$ cat src/rtl/vs_pkg.sv
// Shared policy type for the victim selector.
package vs_pkg;
    typedef enum logic [2:0] {
        POL_LRU  = 3'd0,
        POL_PLRU = 3'd1,
        POL_FIFO = 3'd2,
        POL_NLRU = 3'd3,
        POL_RAND = 3'd4
    } policy_e;
endpackage

$ cat src/rtl/vs_plru_tree.sv
// Binary-tree recency logic for one set (combinational).
// Assumes NUM_WAYS is a power of two, at least 2. Node k lives at bits[k-1].
module vs_plru_tree #(
    parameter int NUM_WAYS = 4,
    localparam int WAY_W = $clog2(NUM_WAYS)
) (
    input  logic [NUM_WAYS-2:0] bits_i,
    input  logic [WAY_W-1:0]    touch_i,
    output logic [WAY_W-1:0]    victim_o,
    output logic [NUM_WAYS-2:0] bits_o
);
    logic [NUM_WAYS-1:0] pad_i;
    logic [NUM_WAYS-1:0] pad_o;
    logic [WAY_W:0]      node;
    logic [WAY_W:0]      leaf;
    logic [WAY_W:0]      parent;
    logic [WAY_W:0]      child;

    assign pad_i = {bits_i, 1'b0};
    assign leaf  = {1'b1, touch_i};

    // Walk from the root following node bits to find the victim leaf.
    always_comb begin
        node = {{WAY_W{1'b0}}, 1'b1};
        for (int l = 0; l < WAY_W; l++) begin
            node = {node[WAY_W-1:0], pad_i[node[WAY_W-1:0]]};
        end
        victim_o = node[WAY_W-1:0];
    end

    // Point every node on the touched way's path away from it.
    always_comb begin
        pad_o  = pad_i;
        parent = '0;
        child  = '0;
        for (int l = 0; l < WAY_W; l++) begin
            parent = leaf >> (WAY_W - l);
            child  = leaf >> (WAY_W - l - 1);
            pad_o[parent[WAY_W-1:0]] = ~child[0];
        end
        bits_o = pad_o[NUM_WAYS-1:1];
    end
endmodule

$ cat src/rtl/vs_ring_pick.sv
// Round-robin victim pick with optional skip of the most recent way.
// Assumes NUM_WAYS is a power of two so pointer arithmetic wraps naturally.
module vs_ring_pick #(
    parameter int NUM_WAYS = 4,
    localparam int WAY_W = $clog2(NUM_WAYS)
) (
    input  logic             skip_en,
    input  logic [WAY_W-1:0] ptr_i,
    input  logic [WAY_W-1:0] mru_i,
    input  logic             mru_vld_i,
    output logic [WAY_W-1:0] victim_o,
    output logic [WAY_W-1:0] ptr_o
);
    // Take the pointer, stepping once past the recent way when enabled.
    always_comb begin
        victim_o = ptr_i;
        if (skip_en && mru_vld_i && (ptr_i == mru_i)) begin
            victim_o = ptr_i + 1'b1;
        end
        ptr_o = victim_o + 1'b1;
    end
endmodule

$ cat src/rtl/vs_lfsr.sv
// Free-running 16-bit shift register for random victim choice.
// Assumes OUT_W <= 16; only the low OUT_W bits leave the module.
module vs_lfsr #(
    parameter int OUT_W = 2
) (
    input  logic             clk,
    input  logic             rst_n,
    output logic [OUT_W-1:0] rnd_o
);
    logic [15:0] q;

    // Shift each cycle with taps 15,13,12,10; reset to a nonzero seed.
    always_ff @(posedge clk) begin
        if (!rst_n) begin
            q <= 16'h0001;
        end else begin
            q <= {q[14:0], q[15] ^ q[13] ^ q[12] ^ q[10]};
        end
    end

    assign rnd_o = q[OUT_W-1:0];
endmodule

$ cat src/rtl/victim_selector.sv
// Per-set replacement state and victim choice for an N-way cache.
// Assumes NUM_WAYS and NUM_SETS are powers of two; POL_LRU needs NUM_WAYS == 2.
// The victim is combinational in the miss cycle; state updates at the next edge.
module victim_selector #(
    parameter int              NUM_SETS = 64,
    parameter int              NUM_WAYS = 4,
    parameter vs_pkg::policy_e POLICY   = vs_pkg::POL_PLRU,
    localparam int SET_W = $clog2(NUM_SETS),
    localparam int WAY_W = $clog2(NUM_WAYS)
) (
    input  logic                clk,
    input  logic                rst_n,
    input  logic                acc_valid,
    input  logic [SET_W-1:0]    acc_set,
    input  logic                acc_hit,
    input  logic [WAY_W-1:0]    acc_way,
    input  logic [NUM_WAYS-1:0] fill_valid,
    output logic [WAY_W-1:0]    victim_way
);
    import vs_pkg::*;

    logic             miss;
    logic             set_full;
    logic [WAY_W-1:0] inv_way;
    logic [WAY_W-1:0] pol_way;
    logic [WAY_W-1:0] touch_way;

    assign miss      = acc_valid && !acc_hit;
    assign set_full  = &fill_valid;
    assign victim_way = set_full ? pol_way : inv_way;
    assign touch_way = acc_hit ? acc_way : victim_way;

    // Lowest way whose valid bit is clear.
    always_comb begin
        inv_way = '0;
        for (int w = NUM_WAYS - 1; w >= 0; w--) begin
            if (!fill_valid[w]) inv_way = WAY_W'(w);
        end
    end

    generate
        if (POLICY == POL_LRU || POLICY == POL_PLRU) begin : g_tree
            localparam int TW = NUM_WAYS - 1;
            logic [TW-1:0] tree_q [NUM_SETS];
            logic [TW-1:0] tree_nx;

            vs_plru_tree #(.NUM_WAYS(NUM_WAYS)) u_tree (
                .bits_i  (tree_q[acc_set]),
                .touch_i (touch_way),
                .victim_o(pol_way),
                .bits_o  (tree_nx)
            );

            // Store the updated tree of the addressed set on every access.
            always_ff @(posedge clk) begin
                if (!rst_n) begin
                    for (int s = 0; s < NUM_SETS; s++) tree_q[s] <= '0;
                end else if (acc_valid) begin
                    tree_q[acc_set] <= tree_nx;
                end
            end
        end else if (POLICY == POL_FIFO || POLICY == POL_NLRU) begin : g_ring
            logic [WAY_W-1:0] ptr_q  [NUM_SETS];
            logic [WAY_W-1:0] mru_q  [NUM_SETS];
            logic             mvld_q [NUM_SETS];
            logic [WAY_W-1:0] ptr_nx;

            vs_ring_pick #(.NUM_WAYS(NUM_WAYS)) u_ring (
                .skip_en  (POLICY == POL_NLRU),
                .ptr_i    (ptr_q[acc_set]),
                .mru_i    (mru_q[acc_set]),
                .mru_vld_i(mvld_q[acc_set]),
                .victim_o (pol_way),
                .ptr_o    (ptr_nx)
            );

            // Record the newest way; advance the pointer on full-set misses only.
            always_ff @(posedge clk) begin
                if (!rst_n) begin
                    for (int s = 0; s < NUM_SETS; s++) begin
                        ptr_q[s]  <= '0;
                        mru_q[s]  <= '0;
                        mvld_q[s] <= 1'b0;
                    end
                end else if (acc_valid) begin
                    mru_q[acc_set]  <= touch_way;
                    mvld_q[acc_set] <= 1'b1;
                    if (miss && set_full) ptr_q[acc_set] <= ptr_nx;
                end
            end
        end else begin : g_rand
            vs_lfsr #(.OUT_W(WAY_W)) u_lfsr (
                .clk  (clk),
                .rst_n(rst_n),
                .rnd_o(pol_way)
            );
        end
    endgenerate
endmodule

$ cat config.mk
export PLATFORM = sky130hd
export DESIGN_NAME = victim_selector
export DESIGN_NICKNAME = d
export VERILOG_FILES = /design/src/rtl/vs_pkg.sv /design/src/rtl/vs_plru_tree.sv /design/src/rtl/vs_ring_pick.sv /design/src/rtl/vs_lfsr.sv /design/src/rtl/victim_selector.sv
export SDC_FILE = /design/constraint.sdc
export NUM_CORES = 1
export LEC_CHECK = 0
export BUFFER_PORTS_ARGS = -buffer_cell sky130_fd_sc_hd__clkbuf_2
export CAP_MARGIN = 10
export CORE_MARGIN = 5
export CORE_UTILIZATION = 30
export DETAILED_ROUTE_END_ITERATION = 7
export HOLD_SLACK_MARGIN = 0.1
export PLACE_DENSITY = 0.5
export SYNTH_ARGS = -nofsm -noshare
export SYNTH_HDL_FRONTEND = slang
export SYNTH_SLANG_ARGS = --single-unit
$ cat constraint.sdc
create_clock -name clk -period 3.7 [get_ports clk]
set_clock_uncertainty 0.2 [all_clocks]
set_input_delay 0.74 -clock clk [delete_from_list [all_inputs] [get_ports clk]]
set_output_delay 0.74 -clock clk [all_outputs]
set_load 0.005 [all_outputs]
==> results of run 1 <==
## kinds of logic after synthesis
logic type / share of synthesized area
DFF: 0.607
and+or+nand+nor: 0.130
AOI/OAI and AO/OA: 0.144
buffers and inverters: 0.0443
muxes: 0.0741
## power breakdown
part           switching (µW)  internal (µW)  total [µW]
Combinational             427            280         707
Sequential               32.4           2470        2500
Clock                     889            883        1770
## final cells by class
type,count,area (µm²)
Multi-Input combinational cell,559,3490
Clock inverter,14,125
Clock buffer,17,425
Tap cell,402,503
Sequential cell,192,5770
Inverter,6,22.5
Fill cell,3090,19700
Timing Repair Buffer,144,1380
## worst max path at each step
| stage | from | cells past startpoint | to | slack, ns |
|---|---|---|---|---|
| 6_report | acc_set[0] | 10 | victim_way[0] | -0.29 |
| 5_1_grt | acc_set[0] | 10 | victim_way[0] | -0.35 |
| 4_1_cts | acc_set[0] | 10 | victim_way[0] | -0.30 |
| 3_5_place_dp | acc_set[1] | 10 | victim_way[0] | -0.51 |
| 3_3_place_gp | acc_set[1] | 10 | victim_way[0] | -0.50 |
| 2_1_floorplan | acc_set[0] | 9 | victim_way[0] | -0.05 |
## Yosys cell counts, types with 6 or more instances
cell type | number | area share
edfxtp_1 | 192 | 0.61
nand2_1 | 140 | 0.055
a21oi_1 | 136 | 0.072
nor2_1 | 79 | 0.031
clkbuf_1 | 43 | 0.017
mux2i_1 | 32 | 0.034
a22oi_1 | 23 | 0.018
buf_6 | 14 | 0.017
nand3_1 | 14 | 0.0074
buf_2 | 12 | 0.0063
mux4_2 | 10 | 0.024
nand3b_1 | 10 | 0.0079
mux2_2 | 8 | 0.0095
o21ai_0 | 8 | 0.0042
nand2b_1 | 7 | 0.0046
a221o_1 | 6 | 0.0063
nor3_1 | 6 | 0.0032
o22ai_1 | 6 | 0.0040
## per-stage QoR
| stage | hold WS, ns | cells | power, µW | setup WS [ns] | util |
|---|---|---|---|---|---|
| final | 0.727 | 1334 | 4980 | -0.289 | 0.373 |
| after global routing | 0.748 | 1334 | 5130 | -0.348 | 0.373 |
| after CTS | 0.720 | 1330 | 5000 | -0.297 | 0.370 |
| after detailed placement | 1.17 | 1292 | 3190 | -0.512 | 0.345 |
| after global placement | 1.18 | 1292 | 3190 | -0.503 | 0.345 |
| after floorplan | 0.846 | 829 | 2880 | -0.0524 | - |
## worst register-to-register path: cells and delay by family (launching register included)
kind,cells,cell delay [ns]
simple gates,2,0.62
mux,3,0.96
buf+inv,3,0.52
compound gates,3,0.53
flops,1,0.40
## routing by layer
metal	share of wire	routed length (µm)	vias up
met5	0	0	-
met3	0.061	1810	27
met4	0.013	391	0
li1	-	-	3294
met1	0.44	13100	3612
met2	0.49	14600	264
## repair_timing
item,in CTS,in global routing
gates cloned,2,0
endpoints found under the setup margin,2,26
hold buffers,0,0
resized for setup,38,10
pin swaps,14,6
setup buffers,5,4
==> metrics.cfg, run 1 <==
[status]
status = finished, violations left
violations = negative setup slack

[clocking]
insertion_delay_ns = 0.45
cts_buffers = 17
clk_path_buf_depth = 2
htreeDepth = 4
cts_root_buf = clkbuf_16
clkSlewWorstSetupHoldPaths_ns = 0.07
tritoncts = done
cts.sinks = 192

[place]
gpl.final_weighted_congestion = 0.847
dp_hpwl_um = 20500
port_buffers = 17
place_area_um2 = 10800

[flow_run]
maxCapViolCount = 0

[yosys]
synth_area_per_cell_um2 = 11.4
synth-seq-area-share = 0.607
synthesis.area_um2 = 9490
ys_ff_latch = 192
synth_edf_count = 192
synthDistinctLibCells = 56
synth_cells = 829
synthFlopType = edfxtp_1
synth_fp_nets = 845
synth-warning-count = 0
async_flop_share = 0

[sta]
max_freq_mhz = 251
setup_slack_ns = -0.289
hold_viol = 0
rsz0062_at_grt = yes
fin_crit_ns = 3.99
relSlewSlack = 0.393
finalMaxSlewViolations = 0
worst_pin_slew_ns = 0.910
setup_tns_ns = -0.456
setup_viol = 2
min_period_over_period = 1.08

[floorplan]
io_pins = 18
die_y_um = 188
row_count = 65
die-area_um2 = 35300
start_util = 0.302
die_w_um = 188
coreArea_um2 = 31400

[grt]
antenna_found_initial = 0
top_usage_layer = met2
grt_max_degree = 65
grt.met3_usage = 0.0339
grt_pass1_wl_um = 45200
use_met2 = 0.278
use_met1 = 0.232
overflow = 0
track_usage = 0.169
grt_pass1_vias = 7183

[pwr]
leakage_uw = 0.00437
p_per_area_nw_per_um2 = 425
ir_drop_uv = 259

[setup_path]
r2r_cells = 11
r2r_start = g_tree.tree_q[39][1]
path_max_fanout = 5
end_kind = output port
cp.buffers_inverters = 3
slowest_stage = or4b_4
worstSetupPathType = input port to output port
worstReg2RegEnd = g_tree.tree_q[63][2]
slowest_delay_ns = 0.51
start_kind = input port
cpLargestDelayFamily = multiplexers
crit_required_ns = 2.76
reg2reg_slack_ns = 0.32
crit_arrival_ns = 3.05
cp_cell_sequence = clkbuf_16 -> buf_12 -> mux4_2 -> mux2_4 -> a22oi_2 -> nand3_1 -> or4b_4 -> mux2i_4 -> a31oi_1 -> clkbuf_2

[drt]
drtIter0Drc = 719
wl_per_cell_um = 22.4
dr.pass1.iters = 5
antenna_left = 0
drt-total-wl_um = 29800
viasPerCell = 5.40
vias = 7197
drc = 0

[finish]
top_regs = g_tree.tree_q: 192 flops
drive_gt1_frac = 0.250
largest_reg_flops = 192
diodes = 0
top_register = g_tree.tree_q
mostFrequentLayoutCell = edfxtp_1
nNetsFinal = 936
fin_area_um2 = 11700
synthToLayoutAreaGrowth_pct = 23.4
final_cell_mix = edfxtp_1 (192), nand2_1 (138), a21oi_1 (135), buf_4 (100), nor2_1 (77)

[worst_hold_path]
hp-start = acc_valid
holdPathStages = 5
min_path_type = input port to flop
hold_end = g_tree.tree_q[5][2]

No activity file was read; power rests on OpenSTA's default activity.
==> inputs of run 2 (changes only) <==
RECOVER_POWER = 100   (was unset)
==> run 2 against run 1 <==
Combinational power shrank 2%. Largest power group unchanged. Flip-flop and latch count is the same. The run still ends with negative setup slack left. Count of clock-buffer cells in the layout is the same.
==> metrics.cfg, run 2 (same netlist as run 1, synthesis figures left out) <==
[finish]
top_regs = g_tree.tree_q: 192 flops
largest_reg_flops = 192  ; unchanged
top_register = g_tree.tree_q
fill_cells = 3108  ; +0.58%
drive_gt1_frac = 0.234  ; -0.0161
final_cell_mix = edfxtp_1 (192), nand2_1 (139), a21oi_1 (135), buf_4 (87), nor2_1 (77)
diodes = 0  ; unchanged
synthToLayoutAreaGrowth_pct = 22.5
nNetsFinal = 936  ; unchanged
mostFrequentLayoutCell = edfxtp_1

[setup_path]
crit_required_ns = 2.76  ; about the same
crit_arrival_ns = 3.04  ; about the same
end_kind = output port
start_kind = input port
startpoint = acc_set[0]
r2r_start = g_tree.tree_q[39][1]
worstSetupPathType = input port to output port
path_max_fanout = 5  ; unchanged

[drt]
drc = 0  ; unchanged
dr.pass1.iters = 5  ; unchanged
drtIter0Drc = 704  ; -2.1%
viasPerCell = 5.37  ; -0.40%
drt-total-wl_um = 29800  ; about the same
antenna_left = 0  ; unchanged
vias = 7168  ; -0.40%
wl_per_cell_um = 22.4  ; about the same

[grt]
grt_pass1_wl_um = 45200  ; unchanged
antenna_found_initial = 0  ; unchanged
grt_pass1_vias = 7183  ; unchanged
grt_max_degree = 65  ; unchanged
track_usage = 0.169  ; unchanged
overflow = 0  ; unchanged

[status]
violations = negative setup slack
status = finished, violations left

[sta]
min_period_over_period = 1.08  ; -0.00120
setup_viol = 2  ; unchanged
rsz0062_at_grt = yes
worst_pin_slew_ns = 0.891  ; -0.0190 ns
hold_viol = 0  ; unchanged
fin_crit_ns = 3.98  ; -0.00442 ns
max_freq_mhz = 251  ; +0.11%
setup_tns_ns = -0.480  ; -0.0244 ns
whs_ns = 0.733  ; +0.00634 ns
finalMaxSlewViolations = 0  ; unchanged
setup_slack_ns = -0.285  ; +0.00442 ns
relSlewSlack = 0.406  ; +0.0126

[pwr]
leakage_uw = 0.00431  ; -1.4%
p_total_uw = 4960  ; -0.32%
ir_drop_uv = 258  ; -0.47%
intPower_uw = 3620  ; -0.33%
seq_power_share = 0.504  ; +0.002
pwr-share-comb = 0.140  ; -0.002
p_per_area_nw_per_um2 = 426  ; +0.36%
sw_frac_of_total = 0.271  ; about the same
pwr-share-clk = 0.357  ; about the same
power.switching_uw = 1340  ; -0.28%

[flow_run]
maxCapViolCount = 0  ; unchanged

[clocking]
cts_buffers = 17  ; unchanged
tritoncts = done
holdBufCountCts = 0  ; unchanged
cts_root_buf = clkbuf_16
cts.sinks = 192  ; unchanged
clkSlewWorstSetupHoldPaths_ns = 0.07  ; about the same
htreeDepth = 4  ; unchanged
clk_path_buf_depth = 2  ; unchanged
insertion_delay_ns = 0.45  ; about the same

[floorplan]
io_pins = 18  ; unchanged
die-area_um2 = 35300  ; unchanged
die_w_um = 188  ; unchanged
die_y_um = 188  ; unchanged
coreArea_um2 = 31400  ; unchanged
row_count = 65  ; unchanged
start_util = 0.302  ; unchanged

[place]
port_buffers = 17  ; unchanged
dp_hpwl_um = 20500  ; unchanged
gpl.final_weighted_congestion = 0.847  ; unchanged

[worst_hold_path]
min_path_type = input port to flop
hp-start = acc_valid

-- run 2: cell types whose count changed in the layout (fill, tap and decap cells not counted), moves of 2 or more --
cell	delta
buf_6	+2
buf_12	-2
buf_4	-13
clkbuf_1	+12
-- run 2: repair_timing --
action,CTS,global route
pin swaps,14,6
setup endpoints to repair,2,26
resized for setup,38,10
hold endpoints to repair,0,0
setup buffers,5,4
gates cloned,2,0
-- run 2: final timing paths --
kind	to	slack [ns]	depth (start not counted)
hold / removal	g_tree.tree_q[5][2]	0.73	5
setup / recovery	victim_way[0]	-0.28	10
setup reg to reg	g_tree.tree_q[63][2]	0.32	11
hold reg to reg	g_tree.tree_q[18][1]	1.20	7
-- run 2: layer usage --
layer  GRT usage  wire [µm]  part of all wire
met3      0.0339       1740             0.058
met2       0.278      14500              0.49
met4      0.0395        388             0.013
met1       0.232      13200              0.44
met5           0          0                 0
-- run 2: worst max-delay path, stage by stage --
cell and delay [ns]:
clkbuf_16 0.13, buf_12 0.13, mux4_2 0.49, mux2_4 0.29
a22oi_2 0.21, nand3_1 0.12, or4b_4 0.52, mux2i_4 0.18
a31oi_1 0.10, clkbuf_2 0.12
-- run 2: cell type report --
cell class / instances / area (µm²) / area share
flip-flops and latches: 192 / 5770 / 0.496
multi-input cells: 559 / 3470 / 0.299
repair buffers: 144 / 1320 / 0.113
well taps: 402 / 503 / 0.0432
clock buffers: 17 / 425 / 0.0366
clock inverters: 14 / 125 / 0.0108
inverters: 6 / 22.5 / 0.00194
-- run 2: power by group through the flow --
stage | sequential [µW] | clock [µW] | combinational [µW]
finish | 2500 | 1770 | 692
global route | 2500 | 1890 | 730
CTS | 2500 | 1810 | 690
detailed placement | 2550 | 0 | 647
global placement | 2550 | 0 | 647
floorplan | 2530 | 0 | 357
-- run 2: stage by stage --
stage | cells | cell area (µm²) | util | setup slack (ns)
2_1_floorplan | 829 | 9510 | - | -0.0524
3_3_place_gp | 1292 | 10800 | 0.345 | -0.503
3_5_place_dp | 1292 | 10800 | 0.345 | -0.512
4_1_cts | 1330 | 11600 | 0.370 | -0.297
5_1_grt | 1334 | 11600 | 0.371 | -0.348
6_report | 1334 | 11600 | 0.371 | -0.285
